### config.mk
export PLATFORM = sky130hd
export DESIGN_NAME = hybrid_dpwm
export DESIGN_NICKNAME = d
export VERILOG_FILES = /design/src/rtl/dpwm_pkg.sv /design/src/rtl/dpwm_slot_counter.sv /design/src/rtl/dpwm_duty_reg.sv /design/src/rtl/dpwm_tap_mux.sv /design/src/rtl/dpwm_edge_latch.sv /design/src/rtl/hybrid_dpwm.sv
export SDC_FILE = /design/constraint.sdc
export NUM_CORES = 1
export LEC_CHECK = 0
export BUFFER_PORTS_ARGS = -buffer_cell sky130_fd_sc_hd__buf_2
export CAP_MARGIN = 20
export CORE_AREA = 2 2 39 41
export DETAILED_ROUTE_END_ITERATION = 8
export DIE_AREA = 0 0 41 43
export PLACE_DENSITY = 0.76
export RECOVER_POWER = 100
export SYNTH_ARGS = -nofsm -noshare
export SYNTH_HDL_FRONTEND = slang
export SYNTH_HIERARCHICAL = 1
export SYNTH_SLANG_ARGS = --single-unit
### constraint.sdc
create_clock -name clk -period 2.9 [get_ports clk]
set_clock_uncertainty 0.1 [all_clocks]
set_input_delay 0.145 -clock clk [delete_from_list [all_inputs] [get_ports clk]]
set_output_delay 0.145 -clock clk [all_outputs]
set_load 0.01 [all_outputs]
### src/rtl/dpwm_pkg.sv
package dpwm_pkg;

    localparam int COARSE_W = 3;
    localparam int FINE_W   = 3;
    localparam int DUTY_W   = COARSE_W + FINE_W;
    localparam int SLOTS    = 1 << COARSE_W;
    localparam int TAPS     = 1 << FINE_W;

    typedef logic [COARSE_W-1:0] slot_t;
    typedef logic [FINE_W-1:0]   tap_t;

    typedef struct packed {
        slot_t coarse;
        tap_t  fine;
    } duty_t;

    typedef enum logic [1:0] {
        ACT_HOLD  = 2'd0,
        ACT_SET   = 2'd1,
        ACT_CLEAR = 2'd2,
        ACT_FORCE = 2'd3
    } latch_act_e;

    function automatic duty_t split_duty(input logic [DUTY_W-1:0] word);
        duty_t d;
        d.coarse = word[DUTY_W-1:FINE_W];
        d.fine   = word[FINE_W-1:0];
        return d;
    endfunction

    function automatic logic duty_is_zero(input duty_t d);
        return (d.coarse == '0) && (d.fine == '0);
    endfunction

endpackage

### src/rtl/dpwm_slot_counter.sv
module dpwm_slot_counter #(
    parameter int W = 3
) (
    input  logic         clk,
    input  logic         rst,
    output logic [W-1:0] slot,
    output logic         wrap,
    output logic         first
);

    logic [W-1:0] slot_q;

    always_ff @(posedge clk) begin
        if (rst) begin
            slot_q <= '0;
        end else begin
            slot_q <= slot_q + 1'b1;
        end
    end

    assign slot  = slot_q;
    assign wrap  = &slot_q;
    assign first = (slot_q == '0);

endmodule

### src/rtl/dpwm_duty_reg.sv
module dpwm_duty_reg
    import dpwm_pkg::*;
(
    input  logic              clk,
    input  logic              rst,
    input  logic              load,
    input  logic [DUTY_W-1:0] word_in,
    output duty_t             held,
    output logic              next_zero
);

    duty_t held_q;
    duty_t incoming;

    assign incoming = split_duty(word_in);

    always_ff @(posedge clk) begin
        if (rst) begin
            held_q <= '0;
        end else if (load) begin
            held_q <= incoming;
        end
    end

    assign held      = held_q;
    assign next_zero = duty_is_zero(incoming);

endmodule

### src/rtl/dpwm_tap_mux.sv
module dpwm_tap_mux #(
    parameter int N  = 8,
    parameter int SW = 3
) (
    input  logic [N-1:0]  taps,
    input  logic [SW-1:0] sel,
    output logic          edge_seen
);

    logic [N-1:0] pick;

    for (genvar i = 0; i < N; i++) begin : g_leg
        assign pick[i] = (sel == SW'(i)) & taps[i];
    end

    assign edge_seen = |pick;

endmodule

### src/rtl/dpwm_edge_latch.sv
module dpwm_edge_latch
    import dpwm_pkg::*;
(
    input  logic clk,
    input  logic rst,
    input  logic set_req,
    input  logic clear_req,
    input  logic fine_cut,
    output logic pulse
);

    logic       held_q;
    latch_act_e act;

    always_comb begin
        if (rst) begin
            act = ACT_FORCE;
        end else if (set_req) begin
            act = ACT_SET;
        end else if (clear_req) begin
            act = ACT_CLEAR;
        end else begin
            act = ACT_HOLD;
        end
    end

    always_ff @(posedge clk) begin
        case (act)
            ACT_SET:   held_q <= 1'b1;
            ACT_CLEAR: held_q <= 1'b0;
            ACT_FORCE: held_q <= 1'b0;
            default:   held_q <= held_q;
        endcase
    end

    assign pulse = held_q & ~fine_cut;

endmodule

### src/rtl/hybrid_dpwm.sv
module hybrid_dpwm
    import dpwm_pkg::*;
(
    input  logic              clk,
    input  logic              rst,
    input  logic [DUTY_W-1:0] duty_word,
    input  logic [TAPS-1:0]   phase_taps,
    output logic              pwm_out,
    output logic              period_strobe
);

    slot_t slot;
    logic  wrap;
    logic  first;
    duty_t held;
    logic  next_zero;
    logic  coarse_hit;
    logic  tap_edge;
    logic  fine_cut;
    logic  set_req;

    dpwm_slot_counter #(.W(COARSE_W)) u_count (
        .clk   (clk),
        .rst   (rst),
        .slot  (slot),
        .wrap  (wrap),
        .first (first)
    );

    dpwm_duty_reg u_duty (
        .clk       (clk),
        .rst       (rst),
        .load      (wrap),
        .word_in   (duty_word),
        .held      (held),
        .next_zero (next_zero)
    );

    dpwm_tap_mux #(.N(TAPS), .SW(FINE_W)) u_mux (
        .taps      (phase_taps),
        .sel       (held.fine),
        .edge_seen (tap_edge)
    );

    assign coarse_hit = (slot == held.coarse);
    assign fine_cut   = coarse_hit & tap_edge;
    assign set_req    = wrap & ~next_zero;

    dpwm_edge_latch u_latch (
        .clk       (clk),
        .rst       (rst),
        .set_req   (set_req),
        .clear_req (coarse_hit),
        .fine_cut  (fine_cut),
        .pulse     (pwm_out)
    );

    assign period_strobe = first;

endmodule

# Word level (Yosys, flattened, before mapping)
# Index checks and enable logic that the tools add are counted.
[op_classes]
addsub = 1
multipliers = 0
n_div = 0
magnitude_cmp = 0
n_eq_ne = 11
shift = 0
n_mux = 4
bitwise = 13
n_reduce_logical = 9
[op_table]
columns = ["cell", "count"]
rows = [
  ["equality test 3 bit, second input constant", 4],
  ["zero test 3 bit", 4],
  ["bitwise AND 1 bit", 11],
  ["OR reduction 8 bit", 1],
  ["equality test 3 x 2 -> 1 bit, second input constant", 2],
  ["2-to-1 mux 2 bit", 3],
  ["equality test 2 bit, second input constant", 2],
  ["adder 3 x 1 -> 3 bit, second input constant", 1],
  ["equality test 3 x 1 -> 1 bit, second input constant", 1],
  ["equality test 3 bit", 1],
  ["AND reduction 3 bit", 1],
  ["equality test 2 x 1 -> 1 bit, second input constant", 1],
  ["inverter 1 bit", 2],
  ["case mux 1 bit (2 select lines)", 1],
  ["nonzero test 2 bit", 1],
  ["OR reduction 2 bit", 1],
  ["logical AND 1 bit", 1],
]
[totals]
reg_bits = 10
latchBits = 0
mem_bits_rw = 0
romBits = 0
input_bits = 16
out_inout_bits = 2
elab_cells = 42
n_memories = 0

# Depth between registers and ports, before layout
[logic_depth]
word_depth = 9
mapped_depth = 5
depth_no_buf = 5

# Hierarchy
# Netlist, hierarchy kept.
[by_module_without_submodules]
columns = ["mod", "instances", "cells_each", "area_each_um2"]
rows = [
  ["dpwm_duty_reg", 1, 21, 225.2],
  ["dpwm_slot_counter", 1, 12, 135.1],
  ["dpwm_tap_mux", 1, 3, 63.8],
  ["hybrid_dpwm", 1, 6, 52.6],
  ["dpwm_edge_latch", 1, 5, 51.3],
]

# Least setup slack after synthesis
# No wires, ideal clock.
[synth_timing]
kind = "register to output"
from = "reg u_duty.held_q, in the netlist u_duty/held[1]"
to = "out pwm_out"
arrival_ns = 1.479
t_required_ns = 2.655
slack_ns = 1.176
path_stages_with_launch = 5
path_buffers = 0
path_cell_list = "dfxtp_1 > mux4_1 > mux2_2 > nor4b_2 > nor2b_1"
[synth_between]
elab_chain_len = 6
word_cells_on_any_way = 20
classes_between = "eq/ne (7); bitwise (11); reduce/logical (2)"
[synth_rtl]
columns = ["element", "line", "source"]
rows = [
  ["from (decl)", "dpwm_duty_reg.sv:12", "duty_t held_q;"],
  ["from (signal assigned)", "dpwm_duty_reg.sv:21", "held_q <= incoming;"],
  ["equality test 3 x 1 -> 1 bit (tied with other cells)", "dpwm_tap_mux.sv:13", "assign pick[i] = (sel == SW'(i)) & taps[i];"],
  ["bitwise AND 1 bit", "dpwm_tap_mux.sv:13", ""],
  ["OR reduction 8 bit *", "dpwm_tap_mux.sv:16", "assign edge_seen = |pick;"],
  ["named net tap_edge", "hybrid_dpwm.sv:18", "logic tap_edge;"],
  ["bitwise AND 1 bit *", "hybrid_dpwm.sv:46", "assign fine_cut = coarse_hit & tap_edge;"],
  ["named net fine_cut", "hybrid_dpwm.sv:19", "logic fine_cut;"],
  ["inverter 1 bit *", "dpwm_edge_latch.sv:36", "assign pulse = held_q & ~fine_cut;"],
  ["bitwise AND 1 bit *", "dpwm_edge_latch.sv:36", ""],
  ["to (decl)", "hybrid_dpwm.sv:8", "output logic pwm_out,"],
]
# Mark *: on every way through the listed nets, which the timed path passes. The rest lies on a longest branch.

# Final worst setup path
# Ends and elaborated chain as after synthesis.

==> impl_metrics.toml <==
[status]
status = "finished, final reports clean"

[grt]
grt_pass1_wl_microns = 1680
grt_max_degree = 12
track_usage = 0.151
antenna_found_initial = 0
grt_pass1_vias = 418
grt-ovfl-total = 0

[job]
maxCapViolCount = 0

[clock_tree]
clk_latency_ps = 260
cts_buffer_depth = 2
clk_pin_slew_ps = 60
tritoncts = "yes"
postCtsSetupRepairBufs = 0
numCtsBuffers = 3
clockRootBuffer = "clkbuf_4"
htreeDepth = 1
ctsHoldBuffers = 0
cts_sinks = 10
cts_resized = 0

[sta]
setup_viol = 0
fmax_mhz = 465
tns_ps = 0
hold_viol = 0
rsz0062_at_grt = "no"
fin_crit_ps = 2150
holdWs_ps = 48.4
maxSlewHeadroom = 0.745
period_share = 0.742
maxSlewViolCount = 0
worstMarginPinSlew_ps = 382

[floorplan]
initial_core_util = 0.382
die_area_sq_um = 1760
die_h_microns = 43
fp.coreArea_sq_um = 1380
core.rowCount = 14
die_w_microns = 41
ios = 18

[final_layout]
final_cell_mix = "buf_2 (15), dfxtp_1 (9), nor2_1 (7)"
postLayoutCoreUtil = 0.471
area_growth_pct = 23.5
nNetsFinal = 87
diodes = 0
drive_above_1_share = 0.328
final_common_cell = "buf_2"

[power]
switchingPower_uw = 68.9
p_leak_nw = 0.289
ir_drop_v = 0.000220
power.share.switching = 0.236
clkPwrFrac = 0.332
internal_power_uw = 223
p_per_area_nw_per_um2 = 448
p_seq_frac = 0.515
comb_power_share = 0.152

[worst_setup_path]
cp-start-kind = "register"
cp_slowest_cell = "mux4_1"
critical_path_required_ps = 2650
critPathMaxStageDelay_ps = 580
crit-reg2reg-launch = "u_count/slot[0]"
cp_num_buf_inv = 1
critPathTopFamily = "multiplexers"
rr_worst_depth = 4
crit_path_end_kind = "output pin"
arrival_ps = 1910
path_class = "reg2out"
r2r_setup_slack_ps = 1160
crit_fanout = 3
r2r-end = "u_latch/held_q"
crit_path_cell_trace = "mux4_1 -> mux2_2 -> nor4b_2 -> nor2b_1 -> clkbuf_1"

[drt]
vias = 411
totalWireLength_microns = 1100
wl_per_cell_microns = 13.3
vias_per_cell = 4.95
dr.pass1.iters = 2
drt_iter0_markers = 2
drtAntennaViolNets = 0
drt_drc_violations_left = 0

[synthesis]
synth-adder-area-share = 0.0711
synthMuxAreaShare = 0.235
synth_xor_area_frac = 0.0498
syn_area_per_cell_sq_um = 11.2
synth_compound_area_frac = 0.00948
syn_inst = 47
ys_warn_count = 6
synth_top_family_by_area = "multiplexers"
ys_seq_elements = 10
synth_area_sq_um = 528
yosysSeqAreaShare = 0.398
syn_nets = 66
ys_types = 18
yosys.area_share.simple = 0.206

[min_path]
hold_path_class = "in2reg"
hold_start = "duty_word[1]"
hold_path_depth = 3
hold_end = "u_duty/held[1]"

[placed_design]
dp_hpwl_microns = 921
place_congestion = 0.624
port_buffers = 17
-- power by group through the flow --
stage	sequential [mW]	clock, mW	combinational (mW)
2_1_floorplan	0.153	0	0.0246
3_3_place_gp	0.154	0	0.0430
3_5_place_dp	0.154	0	0.0453
4_1_cts	0.150	0.103	0.0459
5_1_grt	0.151	0.111	0.0501
6_report	0.150	0.0970	0.0444
-- synthesized netlist by cell type, drive strengths merged --
cell type | n | share of area
a21oi | 1 | 0.0095
buf | 1 | 0.0095
dfxtp | 9 | 0.34
edfxtp | 1 | 0.057
ha | 3 | 0.071
inv | 3 | 0.021
mux2 | 1 | 0.021
mux2i | 6 | 0.11
mux4 | 2 | 0.10
nor2 | 7 | 0.050
nor2b | 5 | 0.073
nor3 | 2 | 0.028
nor4b | 1 | 0.028
or3 | 1 | 0.012
or4 | 1 | 0.014
xor2 | 3 | 0.050
-- registers in the layout (all words and copies together), names as in the netlist --
| signal | flops |
|---|---|
| u_latch/held_q | 1 |
| u_count/slot | 3 |
| u_duty/held | 6 |
-- worst max-delay path by stage --
stage | start | to | slack (ps) | cells after the start
2_1_floorplan | u_duty/held[1] | pwm_out | 1180 | 4
3_3_place_gp | u_duty/held[1] | pwm_out | 1130 | 5
3_5_place_dp | u_duty/held[1] | pwm_out | 1010 | 5
4_1_cts | u_duty/held[1] | pwm_out | 740 | 5
5_1_grt | u_duty/held[1] | pwm_out | 580 | 5
6_report | u_duty/held[1] | pwm_out | 750 | 5
-- layout make-up --
class | count | area, sq um
Timing Repair Buffer | 17 | 82.6
Tap cell | 16 | 20.0
Multi-Input combinational cell | 33 | 302
Sequential cell | 10 | 210
Fill cell | 134 | 732
Clock buffer | 4 | 26.3
Inverter | 3 | 11.3
-- stage by stage --
step                total power [mW]  instances  area, sq um  setup WS (ps)
floorplan                      0.177         47          528           1180
global placement               0.196         79          628           1130
detailed placement             0.199         79          628           1010
CTS                            0.300         83          654            744
global route                   0.312         83          652            580
finish                         0.292         83          652            749
-- metal layers --
| metal | share of wire | GRT usage | vias up | wire [microns] |
|---|---|---|---|---|
| met4 | 0.013 | 0.100 | 0 | 14 |
| met1 | 0.42 | 0.162 | 188 | 465 |
| met3 | 0.058 | 0.0471 | 2 | 64 |
| li1 | - | - | 204 | - |
| met2 | 0.51 | 0.238 | 17 | 557 |
| met5 | 0 | 0 | - | 0 |
-- logic make-up after synthesis --
| family | count (synthesis) |
|---|---|
| and+or+nand+nor | 17 |
| adders and majority gates | 3 |
| DFF | 10 |
| xor gates and xnor gates | 3 |
| muxes | 9 |
| AOI/OAI and AO/OA | 1 |
| buffers and inverters | 4 |
-- tightest hold or removal path: cells and delay by family --
family,cells,cell delay (ps)
buffers and inverters,1,90
AND/OR/NAND/NOR,1,70
multiplexers,1,60
(Power assumes the default switching activity.)
